$ cat config.mk
export PLATFORM = sky130hd
export DESIGN_NAME = flag_alu16
export DESIGN_NICKNAME = d
export VERILOG_FILES = /design/src/rtl/alu16_pkg.sv /design/src/rtl/alu16_operand.sv /design/src/rtl/alu16_arith.sv /design/src/rtl/alu16_bitops.sv /design/src/rtl/flag_alu16.sv
export SDC_FILE = /design/constraint.sdc
export NUM_CORES = 1
export LEC_CHECK = 0
export BUFFER_PORTS_ARGS = -buffer_cell sky130_fd_sc_hd__buf_2
export CORE_MARGIN = 8
export CORE_UTILIZATION = 50
export CTS_BUF_LIST = sky130_fd_sc_hd__clkbuf_2 sky130_fd_sc_hd__clkbuf_4 sky130_fd_sc_hd__clkbuf_8
export DETAILED_ROUTE_END_ITERATION = 6
export PLACE_DENSITY = 0.71
export SLEW_MARGIN = 20
export SYNTH_ARGS = -nofsm -noshare
export SYNTH_HDL_FRONTEND = slang
export SYNTH_SLANG_ARGS = --single-unit
$ cat constraint.sdc
create_clock -name clk -period 13.1 [get_ports clk]
set_clock_uncertainty 0.1 [all_clocks]
set_input_delay 2.62 -clock clk [delete_from_list [all_inputs] [get_ports clk]]
set_output_delay 2.62 -clock clk [all_outputs]
set_load 0.02 [all_outputs]
$ cat src/rtl/alu16_pkg.sv
package alu16_pkg;

    localparam int DATA_W = 16;
    localparam int BYTE_W = 8;

    typedef enum logic [3:0] {
        OPC_ADD   = 4'd0,
        OPC_SUB   = 4'd1,
        OPC_AND   = 4'd2,
        OPC_OR    = 4'd3,
        OPC_LSR   = 4'd4,
        OPC_ASR   = 4'd5,
        OPC_ROL   = 4'd6,
        OPC_ROR   = 4'd7,
        OPC_SWAP  = 4'd8,
        OPC_SEXT  = 4'd9,
        OPC_LOWB  = 4'd10,
        OPC_HIGHB = 4'd11,
        OPC_INV   = 4'd12,
        OPC_MERGE = 4'd13,
        OPC_RSV0  = 4'd14,
        OPC_RSV1  = 4'd15
    } opc_e;

    typedef struct packed {
        logic ov;
        logic s;
        logic cy;
        logic z;
    } flags_t;

    typedef struct packed {
        logic [DATA_W-1:0] val;
        flags_t            f;
        flags_t            upd;
    } alu_out_t;

    localparam logic [DATA_W-1:0] MRG_OV_MASK = 16'hC0C0;
    localparam logic [DATA_W-1:0] MRG_S_MASK  = 16'h8080;
    localparam logic [DATA_W-1:0] MRG_CY_MASK = 16'hE0E0;
    localparam logic [DATA_W-1:0] MRG_Z_MASK  = 16'hF0F0;

    function automatic logic is_zero(input logic [DATA_W-1:0] v);
        return (v == '0);
    endfunction

    function automatic flags_t merge_flags(input flags_t upd, input flags_t fresh,
                                           input flags_t held);
        flags_t r;
        r.ov = upd.ov ? fresh.ov : held.ov;
        r.s  = upd.s  ? fresh.s  : held.s;
        r.cy = upd.cy ? fresh.cy : held.cy;
        r.z  = upd.z  ? fresh.z  : held.z;
        return r;
    endfunction

endpackage

$ cat src/rtl/alu16_operand.sv
module alu16_operand
    import alu16_pkg::*;
#(
    parameter int IMM_W = 4
) (
    input  opc_e              opc,
    input  logic              alt1,
    input  logic              alt2,
    input  logic [DATA_W-1:0] reg_b,
    input  logic [IMM_W-1:0]  imm,
    output logic [DATA_W-1:0] operand_b,
    output logic              use_imm
);
    localparam int PAD_W = DATA_W - IMM_W;

    always_comb begin
        use_imm   = alt2 && !((opc == OPC_SUB) && alt1);
        operand_b = use_imm ? {{PAD_W{1'b0}}, imm} : reg_b;
    end
endmodule

$ cat src/rtl/alu16_arith.sv
module alu16_arith
    import alu16_pkg::*;
(
    input  logic              do_sub,
    input  logic              alt1,
    input  logic              alt2,
    input  logic [DATA_W-1:0] a,
    input  logic [DATA_W-1:0] b,
    input  logic              cin,
    output alu_out_t          out
);
    localparam int EXT_W = DATA_W + 1;

    logic [EXT_W-1:0]  sum_x;
    logic [EXT_W-1:0]  dif_x;
    logic              add_ci;
    logic              sub_bi;
    logic [DATA_W-1:0] r;

    always_comb begin
        add_ci = alt1 & cin;
        sub_bi = alt1 & ~alt2 & ~cin;
        sum_x  = {1'b0, a} + {1'b0, b} + {{DATA_W{1'b0}}, add_ci};
        dif_x  = {1'b0, a} - {1'b0, b} - {{DATA_W{1'b0}}, sub_bi};
        r      = do_sub ? dif_x[DATA_W-1:0] : sum_x[DATA_W-1:0];

        out.val  = r;
        out.f.s  = r[DATA_W-1];
        out.f.z  = is_zero(r);
        if (do_sub) begin
            out.f.cy = ~dif_x[DATA_W];
            out.f.ov = (a[DATA_W-1] ^ b[DATA_W-1]) & (a[DATA_W-1] ^ r[DATA_W-1]);
        end else begin
            out.f.cy = sum_x[DATA_W];
            out.f.ov = ~(a[DATA_W-1] ^ b[DATA_W-1]) & (b[DATA_W-1] ^ r[DATA_W-1]);
        end
        out.upd = '{ov: 1'b1, s: 1'b1, cy: 1'b1, z: 1'b1};
    end
endmodule

$ cat src/rtl/alu16_bitops.sv
module alu16_bitops
    import alu16_pkg::*;
(
    input  opc_e              opc,
    input  logic              alt1,
    input  logic [DATA_W-1:0] a,
    input  logic [DATA_W-1:0] b,
    input  logic [BYTE_W-1:0] rb_hi,
    input  logic              cin,
    output alu_out_t          out
);
    localparam int MSB = DATA_W - 1;

    logic [DATA_W-1:0] v;
    logic              halve_fix;

    always_comb begin
        v         = a;
        halve_fix = alt1 && (a == {DATA_W{1'b1}});
        out.f     = '0;
        out.upd   = '0;

        unique case (opc)
            OPC_AND:   v = a & (alt1 ? ~b : b);
            OPC_OR:    v = alt1 ? (a ^ b) : (a | b);
            OPC_LSR:   v = {1'b0, a[MSB:1]};
            OPC_ASR:   v = halve_fix ? '0 : {a[MSB], a[MSB:1]};
            OPC_ROL:   v = {a[MSB-1:0], cin};
            OPC_ROR:   v = {cin, a[MSB:1]};
            OPC_SWAP:  v = {a[BYTE_W-1:0], a[MSB:BYTE_W]};
            OPC_SEXT:  v = {{(DATA_W-BYTE_W){a[BYTE_W-1]}}, a[BYTE_W-1:0]};
            OPC_LOWB:  v = {{(DATA_W-BYTE_W){1'b0}}, a[BYTE_W-1:0]};
            OPC_HIGHB: v = {{(DATA_W-BYTE_W){1'b0}}, a[MSB:BYTE_W]};
            OPC_INV:   v = ~a;
            OPC_MERGE: v = {a[MSB:BYTE_W], rb_hi};
            default:   v = a;
        endcase

        // default sign/zero source for the byte-wide and word-wide ops
        out.f.s = v[MSB];
        out.f.z = is_zero(v);

        unique case (opc)
            OPC_AND, OPC_OR, OPC_SWAP, OPC_SEXT, OPC_INV: begin
                out.upd.s = 1'b1;
                out.upd.z = 1'b1;
            end
            OPC_LOWB, OPC_HIGHB: begin
                out.f.s   = v[BYTE_W-1];
                out.upd.s = 1'b1;
                out.upd.z = 1'b1;
            end
            OPC_LSR, OPC_ASR, OPC_ROR: begin
                out.f.cy   = a[0];
                out.upd.s  = 1'b1;
                out.upd.z  = 1'b1;
                out.upd.cy = 1'b1;
            end
            OPC_ROL: begin
                out.f.cy   = a[MSB];
                out.upd.s  = 1'b1;
                out.upd.z  = 1'b1;
                out.upd.cy = 1'b1;
            end
            OPC_MERGE: begin
                out.f.ov = |(v & MRG_OV_MASK);
                out.f.s  = |(v & MRG_S_MASK);
                out.f.cy = |(v & MRG_CY_MASK);
                out.f.z  = |(v & MRG_Z_MASK);
                out.upd  = '{ov: 1'b1, s: 1'b1, cy: 1'b1, z: 1'b1};
            end
            default: out.upd = '0;
        endcase

        out.val = v;
    end
endmodule

$ cat src/rtl/flag_alu16.sv
module flag_alu16
    import alu16_pkg::*;
#(
    parameter int IMM_W = 4
) (
    input  logic              clk,
    input  logic              rst,
    input  logic [3:0]        op_class,
    input  logic              alt1,
    input  logic              alt2,
    input  logic [DATA_W-1:0] src_a,
    input  logic [DATA_W-1:0] reg_b,
    input  logic [IMM_W-1:0]  imm,
    input  logic              carry_in,
    input  logic              flag_we,
    output logic [DATA_W-1:0] result,
    output logic              wb_suppress,
    output logic              flag_ov,
    output logic              flag_s,
    output logic              flag_cy,
    output logic              flag_z
);
    opc_e              opc;
    logic [DATA_W-1:0] opnd_b;
    logic              opnd_imm;
    logic              arith_sel;
    alu_out_t          arith_o;
    alu_out_t          bit_o;
    alu_out_t          pick;
    flags_t            flag_q;
    flags_t            flag_nx;

    assign opc = opc_e'(op_class);

    alu16_operand #(.IMM_W(IMM_W)) u_operand (
        .opc       (opc),
        .alt1      (alt1),
        .alt2      (alt2),
        .reg_b     (reg_b),
        .imm       (imm),
        .operand_b (opnd_b),
        .use_imm   (opnd_imm)
    );

    alu16_arith u_arith (
        .do_sub (opc == OPC_SUB),
        .alt1   (alt1),
        .alt2   (alt2),
        .a      (src_a),
        .b      (opnd_b),
        .cin    (carry_in),
        .out    (arith_o)
    );

    alu16_bitops u_bitops (
        .opc   (opc),
        .alt1  (alt1),
        .a     (src_a),
        .b     (opnd_b),
        .rb_hi (reg_b[DATA_W-1:BYTE_W]),
        .cin   (carry_in),
        .out   (bit_o)
    );

    always_comb begin
        arith_sel   = (opc == OPC_ADD) || (opc == OPC_SUB);
        pick        = arith_sel ? arith_o : bit_o;
        result      = pick.val;
        flag_nx     = merge_flags(pick.upd, pick.f, flag_q);
        wb_suppress = ((opc == OPC_SUB) && alt1 && alt2) ||
                      (opc == OPC_RSV0) || (opc == OPC_RSV1);
    end

    always_ff @(posedge clk) begin
        if (rst)          flag_q <= '0;
        else if (flag_we) flag_q <= flag_nx;
    end

    assign flag_ov = flag_q.ov;
    assign flag_s  = flag_q.s;
    assign flag_cy = flag_q.cy;
    assign flag_z  = flag_q.z;

    // immediate only ever reaches the datapath with alt2 high
    assert_imm_path_R1: assert property (@(posedge clk) disable iff (rst)
        opnd_imm |-> alt2);

    assert_cmp_nowb_R4: assert property (@(posedge clk) disable iff (rst)
        (opc == OPC_SUB && alt1 && alt2) |-> (wb_suppress && flag_nx.ov ==
            ((src_a[15] ^ reg_b[15]) & (src_a[15] ^ result[15]))));

    assert_lsr_shape_R5: assert property (@(posedge clk) disable iff (rst)
        (opc == OPC_LSR) |-> (!result[15] && flag_nx.cy == src_a[0]));

    assert_rotl_R6: assert property (@(posedge clk) disable iff (rst)
        (opc == OPC_ROL) |-> (result[0] == carry_in && flag_nx.cy == src_a[15]));

    assert_merge_sign_R7: assert property (@(posedge clk) disable iff (rst)
        (opc == OPC_MERGE) |-> (flag_nx.s == (result[15] | result[7])));

    assert_keep_ov_R10: assert property (@(posedge clk) disable iff (rst)
        (op_class >= 4'd2 && op_class <= 4'd12) |-> (flag_nx.ov == flag_q.ov));

    assert_hold_flags_R11: assert property (@(posedge clk) disable iff (rst)
        !flag_we |=> $stable(flag_q));

    assert_flag_load_R12: assert property (@(posedge clk) disable iff (rst)
        flag_we |=> (flag_q == $past(flag_nx)));

    assert_rsv_pass_R13: assert property (@(posedge clk) disable iff (rst)
        (opc == OPC_RSV0 || opc == OPC_RSV1) |-> (wb_suppress && result == src_a
            && flag_nx == flag_q));
endmodule

* After elaboration in Yosys (flattened, before gate mapping)
Index checks and enable logic that the tools add are counted.
** Storage, ports and cells
- Bits in registers :: 4
- Logic and storage cells :: 80
** Operators by class
- Add/sub/neg operators :: 4
- Eq/ne operators :: 16
- Multiplexer cells :: 16
- Bitwise logic cells :: 17
- Reduce and logical (&&, ||, !) cells :: 23
** Operator list (number)
- $pmux W16 S12 :: 1
- $mux W16 :: 5
- $eq A4 B4 Y1 const B :: 8
- $logic_not A16 Y1 :: 2
- $not A16 Y16 :: 2
- $mux W24 :: 1
- $add A16 B16 Y17 :: 1
- $add A17 B1 Y17 :: 1
- $sub A16 B16 Y17 :: 1
- $sub A17 B1 Y17 :: 1
- $and A16 B16 Y16 :: 1
- $eq A16 B16 Y1 const B :: 1
- $eq A4 B3 Y1 const B :: 4
- $or A16 B16 Y16 :: 1
- $xor A16 B16 Y16 :: 1
- $reduce_or A12 Y1 :: 1
- $eq A4 B2 Y1 const B :: 2
- $reduce_and A2 Y1 :: 4
- $reduce_or A8 Y1 :: 1
- $mux W1 :: 7
- $reduce_or A6 Y1 :: 1
- $and A1 B1 Y1 :: 5
- $reduce_or A5 Y1 :: 1
- $eq A4 B1 Y1 const B :: 1
- 11 further kinds :: 22

* Depth between registers and ports, before layout
Gate-level depths: netlist (run 1).
- Depth in word-level cells :: 13
- Gate-level depth with buffers :: 22
- Mapped depth without buffers :: 18

* Hierarchy
From an unflattened synthesis (run 1), not the netlist that was laid out.
** Second synthesis, totals
- Cell total of the unflattened synthesis :: 722
- Area total of the unflattened synthesis :: 5134.9 um2
** Modules (own cells, without submodules)
- alu16_arith :: instances 1, cells an instance 311, area an instance 2280.9 um2, sequential area each 0.0 um2
- alu16_bitops :: instances 1, cells an instance 317, area an instance 2073.2 um2, sequential area each 0.0 um2
- flag_alu16 :: instances 1, cells an instance 74, area an instance 618.1 um2, sequential area each 80.1 um2
- alu16_operand :: instances 1, cells an instance 20, area an instance 162.7 um2, sequential area each 0.0 um2

* Least setup slack after synthesis (run 1)
No wires, ideal clock.
- Path type :: input port to output port
- From :: input op_class[2]
- To :: output result[14]
- Arrival time :: 6.655 ns
- Required time :: 10.380 ns
- Path slack :: 3.725 ns
- Stages :: 19
- Path buffers :: 5
- Cell sequence :: nor4b_2 > clkbuf_1 > buf_2 > nand2_1 > nand2_1 > clkbuf_1 > nand2_1 > ha_1 > ha_1 > clkbuf_1 > a2111o_1 > a21oi_1 > o31ai_1 > a21o_1 > o41a_1 > xor2_1 > mux2i_1 > mux2i_1 > buf_4
** RTL lines
- start, declared :: line flag_alu16.sv:8 : input logic [3:0] op_class,
- end, declared :: line flag_alu16.sv:16 : output logic [DATA_W-1:0] result,

* Worst setup path after layout (run 1)
- From :: input op_class[0]
- To :: output result[15]
** Between the ends
- Longest elaborated chain between the ends :: 10
- Elaborated cells between the ends (all ways) :: 32
- Those cells by class :: add/sub: 4; eq/ne: 13; mux: 6; bitwise: 4; reduce/logical: 5
** RTL lines
- parallel branches: the longest is 9 deep, another holds $add A16 B16 Y17
- $mux W24 * :: line flag_alu16.sv:67 : pick = arith_sel ? arith_o : bit_o;
Mark *: on every way between the ends.

==> flow_summary.ini, run 1 <==
[synthesis]
synth_most_common_cell = nand2_1
ys_warn_count = 0
post_synth_num_cell_types = 75
yosysTopAreaCellShare_pct = 15.9
async_flop_share_pct = 0
postSynthCellCount = 719
synth_edf_count = 0
syn_area_per_cell_sq_um = 6.80
ys_seq_elements = 4
synth_area_sq_mm = 0.00489
synth-seq-area-share_pct = 1.64
synth_area_leaders = ha_1 (16%), a21oi_1 (6.2%), nand2_1 (5.3%)
yosys-top-cells-count = nand2_1 (69), ha_1 (62), a21oi_1 (61)
synth_ff_type = dfxtp_1
syn_nets = 830
synth_largest_area_cell = ha_1

[sta]
slew_violations = 0
holdWs_ns = 0.405
fmax_ghz = 0.0939
finalSetupViolations = 0
relSlewSlack_pct = 23.8
rsz0062_at_grt = no
fin_setup_tns_ns = 0
finalCritPeriodShare_pct = 81.3
hold_viol = 0
worst_pin_slew_ns = 1.13
fin_crit_ns = 10.65

[route]
drt.antenna.violating_nets = 0
viasPerCell = 6.62
wl_um = 18600
wl_per_cell_um = 21.6
firstDrtPassIters = 6
drt_iter0_drc = 640
post-route-drc-count = 0
dr_total_vias = 5721

[placed_design]
place_hpwl_um = 14400
place_congestion = 0.966
place_inst = 861
numPortBuffers = 66

[grt]
grt_overflow = 0
grtUsageMet3_pct = 4.25
grtUsageTotal_pct = 27.4
busiest_layer = met2
grt_pass1_vias = 5432
grt_max_degree = 67
grt_antenna_before_repair = 0
use_met1_pct = 34.6
grtUsageMet2_pct = 44.3
grt_pass1_wl_um = 29000

[status]
run_status = complete, no violations

[pwr]
vdd_drop_max_v = 0.0000399
sw_frac_of_total_pct = 56.5
power.leakage_nw = 2.35
clock_power_share_pct = 8.9
power_frac_seq_pct = 4.6
p_sw_w = 0.000165
p_int_w = 0.000127
power_frac_comb_pct = 86.4
p_per_area_mw_per_mm2 = 56.6

[worst_setup_path]
cp_slowest_cell = buf_2
worstPathCellList = buf_2 > nor4b_4 > buf_4 > nand2_1 > nand2_1 > mux2_2 > ha_1 > inv_1 > ha_1 > nor3_1 > a211oi_1 > o21ai_0 > a31oi_1 > xnor2_1 > a21o_1 > a21oi_1 > buf_2
critPathMaxFanout = 51
max_stage_delay_ns = 0.66
cp_data_required_time_ns = 10.38
crit_path_start_kind = input pin
arrival_ns = 7.93
critPathCapture = result[15]
path_class = input pin to output pin
r2r-end = flag_ov
rrSetupSlack_ns = 12.10
r2r_cells = 3
crit_start = op_class[0]
end_kind = output pin
r2r_start = flag_ov

[clock_tree]
cts_hold_buf = 0
cts_resized = 0
cts_made_buffers = 3
cts_root_buf = clkbuf_8
clk_pin_slew_worst_paths_ns = 0.03
cts_tree = yes
htree_levels = 1
cts_setup_buffers = 0
clk_path_buf_depth = 2
clkSinkCount = 4
clock_latency_ns = 0.22

[floorplan]
core.rowCount = 36
start_util_pct = 50.7
die_area_sq_mm = 0.0132
die_height_um = 115
io_pins = 67
die_x_um = 115
core_sq_mm = 0.00964

[job]
cap_violations = 0

[final_layout]
area_growth_syn_to_layout_pct = 5.40
instances_no_fill = 864
diodes = 0
drive_gt1_share_pct = 14.0
final_util_pct = 53.5
nets = 844

[worst_hold_path]
hold_path.class = register to register
min_path_cells = 2
flip-flops by register name (all words and copies together) (netlist names):
signal,cells
flag_s,1
flag_cy,1
flag_ov,1
flag_z,1
kinds of logic after synthesis:
group                    synth area share [%]
AO/OA/AOI/OAI                            31.0
XOR/XNOR                                 4.63
adder cells (fa/ha/maj)                  17.1
buffers and inverters                    11.7
flip-flops                               1.64
multiplexers                             7.42
AND/OR/NAND/NOR                          26.5
placed cells by master, fill, tap and decap left out, types with 5 or more instances in the layout:
cell	n
nand2_1	69
buf_2	66
ha_1	62
a21oi_1	61
inv_1	58
nor2_1	48
o21ai_0	30
mux2i_1	25
nand3_1	21
xnor2_1	17
nand2b_1	16
nor3_1	14
a221oi_1	12
nand4_1	11
and3_1	10
nor2b_1	10
a211oi_1	10
a31oi_1	10
mux2_2	9
o31ai_1	9
o22ai_1	9
a32oi_1	8
and2_1	8
buf_4	8
a311oi_1	7
a21o_1	7
o221ai_1	7
xor2_1	7
a21boi_0	6
or3_1	5
o2111ai_1	5
how the worst min path moves through the flow:
| stage | start | end | slack, ns |
|---|---|---|---|
| 3_3_place_gp | flag_s | flag_s | 0.38 |
| 3_5_place_dp | flag_s | flag_s | 0.40 |
| 4_1_cts | flag_s | flag_s | 0.41 |
| 6_report | flag_s | flag_s | 0.41 |
| 2_1_floorplan | flag_z | flag_z | 0.46 |
| 5_1_grt | flag_s | flag_s | 0.43 |
layout make-up:
class | instances | area, sq um
multi-input cells | 591 | 4250
flip-flops and latches | 4 | 80.1
inverters | 59 | 221
well taps | 133 | 166
repair buffers | 74 | 390
fillers | 1000 | 4490
clock buffers | 3 | 41.3
metrics by stage:
step / power (W) / setup WS (ns) / instance area, sq um
after floorplan: 0.000201 / 3.72 / 4890
after CTS: 0.000287 / 2.54 / 5150
after global placement: 0.000256 / 2.71 / 5110
after global routing: 0.000314 / 2.03 / 5150
final: 0.000292 / 2.45 / 5150
after detailed placement: 0.000260 / 2.53 / 5110
power groups by stage:
stage	logic (W)	clock network (W)	registers, W
finish	0.000252	0.0000260	0.0000136
global route	0.000274	0.0000271	0.0000137
CTS	0.000247	0.0000262	0.0000136
detailed placement	0.000246	0	0.0000137
global placement	0.000242	0	0.0000137
floorplan	0.000187	0	0.0000148
critical path, delay by kind of cell:
family | cells | cell delay [ns]
adder cells (fa/ha/maj) | 2 | 0.73
multiplexers | 1 | 0.44
XOR/XNOR | 1 | 0.13
AND/OR/NAND/NOR | 4 | 1.00
AO/OA/AOI/OAI | 5 | 1.70
buffers and inverters | 4 | 1.29
per-layer routing:
metal	vias to the layer above	routed length, um
met2	323	8240
li1	2664	-
met3	72	1840
met4	0	907
met1	2662	7640
met5	-	0
Power figures use the tool's default switching activity.
==> run 2, diff against run 1 <==
PLACE_DENSITY = 0.74   (was 0.71)
clock period = 9 ns   (was 13.1 ns; I/O delays follow)
==> run 2 against run 1 <==
Largest power group unchanged. Critical path depth stayed put. Count of clock-buffer cells in the layout stayed put. Wire length is 3.1% higher. Final area is 0.44% higher. Sequential power is 46% higher. Highest routed layer unchanged. Setup slack worse by 1.5 ns. First-iteration DRC count is 8.9% higher. Critical endpoint unchanged. Sequential share of layout area hardly changed. Largest cell class unchanged. Combinational power is 46% higher. Power is 46% higher. The run now ends with DRC left.
==> flow_summary.ini, run 2 (synthesis gave the netlist of run 1 again) <==
[grt]
grt_antenna_before_repair = 0
grt_overflow = 0
grtUsageTotal_pct = 28.2
grt_pass1_vias = 5550
grt_pass1_wl_um = 29600
grt_max_degree = 66

[sta]
finalCritPeriodShare_pct = 89.2
fmax_ghz = 0.125
fin_setup_tns_ns = 0
finalSetupViolations = 0
fin_ws_ns = 0.972
relSlewSlack_pct = 29.6
worst_pin_slew_ns = 1.04
slew_violations = 0
rsz0062_at_grt = no
fin_crit_ns = 8.03
hold_viol = 0

[placed_design]
numPortBuffers = 66
place_hpwl_um = 14800
placed_area_sq_mm = 0.00513
place_congestion = 0.988
place_inst = 864
pre_cts_slack_ns = 1.06

[pwr]
p_per_area_mw_per_mm2 = 82.5
sw_frac_of_total_pct = 56.6
power_frac_seq_pct = 4.6
p_sw_w = 0.000242
clock_power_share_pct = 8.9
power.leakage_nw = 2.36
p_int_w = 0.000185
power_frac_comb_pct = 86.4
vdd_drop_max_v = 0.0000515

[final_layout]
instances_no_fill = 867
nets = 847
final_common_cell = nand2_1
area_growth_syn_to_layout_pct = 5.86
final_cell_mix = nand2_1 (69), buf_2 (66), ha_1 (62)
drive_gt1_share_pct = 14.3
diodes = 0
design_area_sq_mm = 0.00517
final_util_pct = 53.7
fillers = 1041

[clock_tree]
clkSinkCount = 4
cts_resized = 0
htree_levels = 1
cts_setup_buffers = 0
clock_latency_ns = 0.22
cts_root_buf = clkbuf_8
cts_tree = yes
clk_path_buf_depth = 2
clk_pin_slew_worst_paths_ns = 0.03
cts_made_buffers = 3
cts_hold_buf = 0

[worst_setup_path]
r2r_start = flag_ov
crit_path_start_kind = input pin
path_class = input pin to output pin
arrival_ns = 6.13
rrSetupSlack_ns = 8.00
cp_data_required_time_ns = 7.10
critPathMaxFanout = 35
end_kind = output pin
r2r_cells = 3
r2r-end = flag_ov

[route]
post-route-drc-count = 2
wl_per_cell_um = 22.2
firstDrtPassIters = 7
drt.antenna.violating_nets = 0
wl_um = 19200
viasPerCell = 6.65
drt_iter0_drc = 697
dr_total_vias = 5762

[floorplan]
die_area_sq_mm = 0.0132
start_util_pct = 50.7
io_pins = 67
core_sq_mm = 0.00964
die_x_um = 115
die_height_um = 115
core.rowCount = 36

[worst_hold_path]
hold_path.class = register to register
min_path_cells = 2
min_to = flag_s
hold_path.startpoint = flag_s

[status]
run_status = complete, but fails checks
violations = DRC

[job]
cap_violations = 0
## run 2: changes by cell type in the layout (fill, tap and decap cells not counted)
cell and change:
buf_4 +3
## run 2: power groups by stage
stage | Combinational (W) | Clock [W] | Sequential (W)
finish | 0.000369 | 0.0000381 | 0.0000198
global route | 0.000402 | 0.0000393 | 0.0000199
CTS | 0.000362 | 0.0000382 | 0.0000198
detailed placement | 0.000360 | 0 | 0.0000200
global placement | 0.000354 | 0 | 0.0000199
floorplan | 0.000272 | 0 | 0.0000215
## run 2: worst max-delay path, cell delays in order
cell and delay [ns]:
buf_2 0.28, nor4b_4 0.35, nand2_1 0.11, nand2_1 0.11
buf_4 0.24, mux2_2 0.39, ha_1 0.35, inv_1 0.10
ha_1 0.36, nor3_1 0.06, a211oi_1 0.60, o21ai_0 0.35
a31oi_1 0.27, xnor2_1 0.13, a21o_1 0.22, a21oi_1 0.18
buf_2 0.20
## run 2: per-stage QoR
step / total power [W] / hold WS [ns]
final: 0.000427 / 0.393
after detailed placement: 0.000380 / 0.393
after CTS: 0.000420 / 0.397
after floorplan: 0.000293 / 0.463
after global routing: 0.000461 / 0.416
after global placement: 0.000374 / 0.385
## run 2: cell type report
type / instances / area, sq um / area share, %
Multi-Input combinational cell: 591 / 4250 / 82.2
Timing Repair Buffer: 77 / 413 / 7.98
Inverter: 59 / 221 / 4.28
Tap cell: 133 / 166 / 3.22
Sequential cell: 4 / 80.1 / 1.55
Clock buffer: 3 / 41.3 / 0.798
## run 2: how the worst max path moves through the flow
stage	start	to	slack, ns	cells past startpoint
6_report	op_class[3]	result[15]	0.97	17
2_1_floorplan	op_class[2]	result[14]	1.26	19
4_1_cts	op_class[3]	result[15]	1.06	17
5_1_grt	op_class[3]	result[15]	0.69	17
3_5_place_dp	op_class[3]	result[15]	1.06	17
3_3_place_gp	op_class[3]	result[15]	1.22	17
## run 2: layer usage
metal  GRT usage [%]  up-vias  wire [um]
li1                -     2672          -
met1            36.0     2673       8010
met2            44.5      343       8630
met3            5.25       74       1790
met4            14.0        0        784
met5               0        -          0
